--- config.mk ---
export PLATFORM = sky130hd
export DESIGN_NAME = i2c_wait_ctrl
export DESIGN_NICKNAME = d
export VERILOG_FILES = /design/src/rtl/i2cw_pkg.sv /design/src/rtl/i2cw_point_det.sv /design/src/rtl/i2cw_release_arb.sv /design/src/rtl/i2cw_ack_ctl.sv /design/src/rtl/i2cw_tx_stage.sv /design/src/rtl/i2c_wait_ctrl.sv
export SDC_FILE = /design/constraint.sdc
export NUM_CORES = 1
export LEC_CHECK = 0
export BUFFER_PORTS_ARGS = -buffer_cell sky130_fd_sc_hd__buf_2
export CELL_PAD_IN_SITES_DETAIL_PLACEMENT = 0
export CELL_PAD_IN_SITES_GLOBAL_PLACEMENT = 1
export CORE_UTILIZATION = 32
export DETAILED_ROUTE_END_ITERATION = 7
export PLACE_DENSITY = 0.85
export REMOVE_ABC_BUFFERS = 1
export SETUP_SLACK_MARGIN = 0.4
export SKIP_CTS_REPAIR_TIMING = 1
export SLEW_MARGIN = 25
export SYNTH_ARGS = -nofsm -noshare
export SYNTH_HDL_FRONTEND = slang
export SYNTH_SLANG_ARGS = --single-unit
--- constraint.sdc ---
create_clock -name clk -period 3.55 [get_ports clk]
set_clock_uncertainty 0.1 [all_clocks]
set_input_delay 0.5325 -clock clk [delete_from_list [all_inputs] [get_ports clk]]
set_output_delay 0.5325 -clock clk [all_outputs]
set_load 0.05 [all_outputs]
--- src/rtl/i2cw_pkg.sv ---
package i2cw_pkg;
  typedef enum logic [1:0] {
    OP_RESUME = 2'd0,
    OP_START  = 2'd1,
    OP_STOP   = 2'd2
  } op_e;
endpackage

--- src/rtl/i2cw_point_det.sv ---
module i2cw_point_det #(
  parameter int CNT_W = 4,
  parameter int BITS  = 8
) (
  input  logic             xfer_active,
  input  logic             scl_fall,
  input  logic [CNT_W-1:0] bit_cnt,
  input  logic             wait_sel,
  output logic             enter,
  output logic             enter_at_data,
  output logic             ack_clk_free
);
  localparam logic [CNT_W-1:0] DATA_END = CNT_W'(BITS);
  localparam logic [CNT_W-1:0] ACK_END  = CNT_W'(BITS + 1);

  logic at_data, at_ack;
  always_comb begin
    at_data       = xfer_active && scl_fall && (bit_cnt == DATA_END);
    at_ack        = xfer_active && scl_fall && (bit_cnt == ACK_END);
    enter_at_data = at_data && !wait_sel;
    enter         = enter_at_data || (at_ack && wait_sel);
    // ninth clock starts straight away when no wait is placed before it
    ack_clk_free  = at_data && wait_sel;
  end
endmodule

--- src/rtl/i2cw_release_arb.sv ---
module i2cw_release_arb
  import i2cw_pkg::*;
#(
  parameter int DATA_W = 8
) (
  input  logic              clk,
  input  logic              rst_n,
  input  logic              wait_active,
  input  logic              xfer_active,
  input  logic              is_master,
  input  logic              is_tx,
  input  logic              wr_release,
  input  logic              wr_shift,
  input  logic [DATA_W-1:0] wr_data,
  input  logic              req_start,
  input  logic              req_stop,
  output logic              rel_any,
  output op_e               op,
  output logic              load_tx
);
  localparam logic [DATA_W-1:0] ALL_ONES = '1;

  logic live, m_start, m_stop, d_rel;
  always_comb begin
    live    = wait_active && xfer_active;
    m_start = is_master && req_start;
    m_stop  = is_master && req_stop;
    d_rel   = is_tx ? wr_shift : (wr_release || (wr_shift && (wr_data == ALL_ONES)));
    rel_any = live && (m_start || m_stop || d_rel);
    if (m_start)     op = OP_START;
    else if (m_stop) op = OP_STOP;
    else             op = OP_RESUME;
    load_tx = live && is_tx && wr_shift && !m_start && !m_stop;
  end

  // a receiving side never hands a byte to the shift engine
  a_r7_rx_no_load: assert property (@(posedge clk) disable iff (!rst_n)
    !is_tx |-> !load_tx);
  // a slave's start/stop request never releases by itself
  a_r4_slave_req_ignored: assert property (@(posedge clk) disable iff (!rst_n)
    (!is_master && !wr_shift && !wr_release) |-> !rel_any);
endmodule

--- src/rtl/i2cw_ack_ctl.sv ---
module i2cw_ack_ctl (
  input  logic clk,
  input  logic rst_n,
  input  logic ack_start,
  input  logic is_tx,
  input  logic ack_en,
  output logic ack_level
);
  always_ff @(posedge clk) begin
    if (!rst_n)         ack_level <= 1'b1;
    else if (ack_start) ack_level <= is_tx ? 1'b1 : !ack_en;
  end

  // level only moves when the acknowledge clock begins
  a_r8_ack_held: assert property (@(posedge clk) disable iff (!rst_n)
    !ack_start |=> $stable(ack_level));
endmodule

--- src/rtl/i2cw_tx_stage.sv ---
module i2cw_tx_stage #(
  parameter int DATA_W = 8
) (
  input  logic              clk,
  input  logic              rst_n,
  input  logic              load,
  input  logic [DATA_W-1:0] load_data,
  input  logic              tx_ready,
  output logic              tx_valid,
  output logic [DATA_W-1:0] tx_data
);
  always_ff @(posedge clk) begin
    if (!rst_n) begin
      tx_valid <= 1'b0;
      tx_data  <= '0;
    end else if (load) begin
      tx_valid <= 1'b1;
      tx_data  <= load_data;
    end else if (tx_ready) begin
      tx_valid <= 1'b0;
    end
  end

  // a pending byte is held until the engine takes it
  a_r11_tx_stable: assert property (@(posedge clk) disable iff (!rst_n)
    (tx_valid && !tx_ready && !load) |=> (tx_valid && $stable(tx_data)));
endmodule

--- src/rtl/i2c_wait_ctrl.sv ---
module i2c_wait_ctrl
  import i2cw_pkg::*;
#(
  parameter int DATA_W = 8,
  parameter int CNT_W  = 4,
  parameter int BITS   = 8
) (
  input  logic              clk,
  input  logic              rst_n,
  input  logic              xfer_active,
  input  logic              is_master,
  input  logic              is_tx,
  input  logic              scl_fall,
  input  logic [CNT_W-1:0]  bit_cnt,
  input  logic              wait_sel,
  input  logic              ack_en,
  input  logic              wr_release,
  input  logic              wr_shift,
  input  logic [DATA_W-1:0] wr_data,
  input  logic              req_start,
  input  logic              req_stop,
  input  logic              peer_hold,
  input  logic              tx_ready,
  output logic              scl_hold,
  output logic              scl_low,
  output logic              wait_active,
  output logic              ack_level,
  output logic              op_valid,
  output logic [1:0]        op_kind,
  output logic              tx_valid,
  output logic [DATA_W-1:0] tx_data
);
  logic enter, enter_at_data, ack_clk_free;
  logic rel_any, load_tx, wait_at_data, ack_start;
  op_e  op;

  i2cw_point_det #(.CNT_W(CNT_W), .BITS(BITS)) u_point (
    .xfer_active(xfer_active), .scl_fall(scl_fall), .bit_cnt(bit_cnt),
    .wait_sel(wait_sel), .enter(enter), .enter_at_data(enter_at_data),
    .ack_clk_free(ack_clk_free));

  i2cw_release_arb #(.DATA_W(DATA_W)) u_arb (
    .clk(clk), .rst_n(rst_n), .wait_active(wait_active),
    .xfer_active(xfer_active), .is_master(is_master), .is_tx(is_tx),
    .wr_release(wr_release), .wr_shift(wr_shift), .wr_data(wr_data),
    .req_start(req_start), .req_stop(req_stop),
    .rel_any(rel_any), .op(op), .load_tx(load_tx));

  assign ack_start = ack_clk_free || (rel_any && wait_at_data);

  i2cw_ack_ctl u_ack (
    .clk(clk), .rst_n(rst_n), .ack_start(ack_start), .is_tx(is_tx),
    .ack_en(ack_en), .ack_level(ack_level));

  i2cw_tx_stage #(.DATA_W(DATA_W)) u_tx (
    .clk(clk), .rst_n(rst_n), .load(load_tx), .load_data(wr_data),
    .tx_ready(tx_ready), .tx_valid(tx_valid), .tx_data(tx_data));

  always_ff @(posedge clk) begin
    if (!rst_n) begin
      wait_active  <= 1'b0;
      wait_at_data <= 1'b0;
      op_valid     <= 1'b0;
      op_kind      <= OP_RESUME;
    end else begin
      op_valid <= rel_any;
      if (rel_any) op_kind <= op;
      if (!xfer_active || rel_any) begin
        wait_active <= 1'b0;
      end else if (enter) begin
        wait_active  <= 1'b1;
        wait_at_data <= enter_at_data;
      end
    end
  end

  assign scl_hold = wait_active;
  assign scl_low  = scl_hold || peer_hold;

  // an idle bus never carries a wait
  a_r9_no_wait_idle: assert property (@(posedge clk) disable iff (!rst_n)
    !xfer_active |=> !wait_active);
  // a release empties the wait on the next cycle
  a_r6_release_clears: assert property (@(posedge clk) disable iff (!rst_n)
    (wait_active && rel_any) |=> (!wait_active && op_valid));
  // a release is reported once only
  a_r5_single_op: assert property (@(posedge clk) disable iff (!rst_n)
    op_valid |=> !op_valid);
  // SCL is low while either side stretches
  a_r10_bus_low: assert property (@(posedge clk) disable iff (!rst_n)
    (scl_hold || peer_hold) |-> scl_low);
endmodule

==> impl_results.md <==
* Final setup viols at 0
* FF+latch count, synth at 15
* Number of distinct library cells after synthesis at 31
* Die Y at between 40 and 50 um
* Min-Delay Path Class: flop to flop
* Worst hold path depth at 2
* Terminus of the critical flop-to-flop path: scl_hold
* Top Ports at 42
* Detail Route Antenna Nets at 0
* XOR/XNOR Fraction of Synth Area at 0%
* Logic pwr share at 12.2%
* Required time worst endpoint at 2.92 ns
* Complex-gate fraction of the synthesized area at 10.4%
* H-tree levels at 1
* Horiz. Die Dim at 50.0 um
* Switching power at around 0.072 mW
* Setup TNS at 0 ns
* Power share of the clock group at between 30 and 40%
* Max_cap viols at 0
* Nets at 152
* Area of the die at 2500 um^2
* Slew headroom at 76.5%
* Final wirelength at 1.72 mm
* DRC Markers at 2
* Asr flop ratio synth at 0%
* Pre-Repair DR Iteration Count at 6
* Largest family of logic cells by synthesized area: simple AND/OR/NAND/NOR gates
* CTS Buf Count at 3
* Commonest cells after routing, fill and taps aside: buf_2 (41), dfxtp_1 (15), nor2_1 (11)
* Commonest non-fill, non-tap cell in the layout: buf_2
* YS warnings at 0
* Post-synthesis sequential area ratio at 40.7%
* Final hold vios at 0
* Mean routed wirelength per cell at ~11 um
* # clock sinks at 15
* TritonCTS clock tree: built
* Post-synth EDFFs at 0
* Starting Density at 33.6%
* Outcome: complete, but fails checks
* Worst slack, placed at between 1.5 and 2 ns
* Max-slew violation count at 0
* Clock buffer depth at 2
* Crit Path Max Fanout at 7
* Sw frac at between 20 and 25%
* Power per cell area at 300 nW/um^2
* Detailed Route Iter0 Violations at 9
* Ys flop type: dfxtp_1
* Leakage at around 0.48 nW
* Simple-gate area share of the yosys netlist at 30.2%
* Area growth, synth to finish at 34.8%
* Sequential share of power at a little under three fifths
* Worst-path clk slew at about 0.09 ns
* Diodes inserted at 0
* Largest net degree at the start of global routing at 11
* Worst setup EP type: primary output
* Final min period at 1.73 ns
* Port Buffers at between 40 and 50
* Synthesized area at 737 um^2
* Share of layout cells above drive strength 1 at 41.6%
* Vias in the first global route at ~720
* Gp weighted congestion at 0.928
* Internal reg-to-reg setup slack at approximately 2.1 ns
* Maximum clock rate at between 500 and 600 MHz
* Internal power at 0.226 mW
* RSZ-0062 raised after global routing: no
* WS Path Type: flop to primary output
* Setup WS post-layout at 1.82 ns
* Multi-input logic area at 399 um^2
* First-pass GRT wire length at 2.92 mm
* Worst-Margin Slew at 0.349 ns
* Crit share post-route at a little under 50%
* Initial antenna violation count at 0
* Root buffer cell: clkbuf_4
* Worst skew pair latency at 0.28 ns
* Violated checks: design-rule violations
* Global route overflow at 0
* Peak supply drop at 0.184 mV
* Crit path DAT at 1.10 ns
* Synth Area per Inst at 8.99 um^2
* DP HPWL at 1.38 mm
* Worst Hold Path EP: op_kind[0]
* Worst reg2reg startpoint: scl_hold
* Worst R2R Path Depth at 3
* Placement row count at 17
* Area share of fa/ha/maj cells after synthesis at 0%
* Mapped Cells at 82
* Filler cells at between 200 and 250
* Mux contribution to synthesized area at 13.6%
* Vias/cell at ~4.8
* CP Launch Type: flop
* Hold_sp: op_kind[0]
* Sequential Area at 300 um^2
* Total GRT Usage at 15.3%
* Via count at 735
* Core area at 2190 um^2
sequential cells by signal (all words and copies together) (netlist names):
signal	flops
wait_at_data	1
scl_hold	1
u_tx.tx_valid	1
op_valid	1
u_tx.tx_data	8
op_kind	2
u_ack.ack_level	1
stage by stage:
step                      utilization (%)  std cells  power (mW)  hold slack [ns]  area, um^2
after floorplan                         -         79       0.187            0.478         718
after global placement               44.1        149       0.208            0.344         966
after detailed placement             44.1        149       0.209            0.353         966
after CTS                            45.3        153       0.304            0.370         993
after global routing                 45.3        153       0.317            0.401         993
final                                45.3        153       0.298            0.363         993
layout make-up:
type / count / area share (%)
Clock buffer: 3 / 2.27
Tap cell: 28 / 3.53
Inverter: 5 / 1.89
Clock inverter: 1 / 0.504
Multi-Input combinational cell: 59 / 40.2
Timing Repair Buffer: 42 / 21.4
Sequential cell: 15 / 30.2
power groups by stage:
| stage | Sequential [mW] | Combinational (mW) | Clock, mW |
|---|---|---|---|
| after detailed placement | 0.172 | 0.0364 | 0 |
| after CTS | 0.168 | 0.0365 | 0.0986 |
| after global placement | 0.172 | 0.0357 | 0 |
| after floorplan | 0.173 | 0.0141 | 0 |
| after global routing | 0.169 | 0.0404 | 0.108 |
| final | 0.168 | 0.0363 | 0.0935 |
cell usage after synthesis (2+ instances only):
cell type   n  area share (%)
buf_4       2             2.0
dfxtp_1    15              41
inv_1       3             1.5
inv_2       2             1.0
mux2i_1    10              14
nand2_1     5             2.5
nand3_1     4             2.7
nand4_1     3             2.5
nor2_1     11             5.6
nor2b_1     2             1.7
nor3_1      2             1.4
nor3b_1     2             2.0
nor4_1      2             1.7
o41ai_1     2             2.4
layer usage:
layer,vias up,wire [um],GRT usage [%]
met1,324,812,18.0
met4,0,0,6.19
met5,-,0,0
met2,29,782,25.8
met3,0,119,4.32
li1,382,-,-
logic make-up after synthesis:
logic type	after synthesis
AND/OR/NAND/NOR	39
flip-flops	15
AO/OA/AOI/OAI	10
multiplexers	10
buffers and inverters	8
how the worst max path moves through the flow:
stage          startpoint         endpoint  slack, ns  cells after the start
6_report         scl_hold          scl_low       1.82                      2
5_1_grt          scl_hold          scl_low       1.74                      2
4_1_cts          scl_hold          scl_low       1.80                      2
3_5_place_dp    req_start  u_tx.tx_data[7]       1.79                      6
3_3_place_gp    req_start  u_tx.tx_data[5]       1.83                      6
2_1_floorplan    scl_hold  u_tx.tx_data[0]       0.85                      4
critical path: stages, from the launching register on:
cell and delay [ns]:
dfxtp_1 0.44, or2_1 0.13, buf_2 0.25
(Power assumes the default switching activity.)
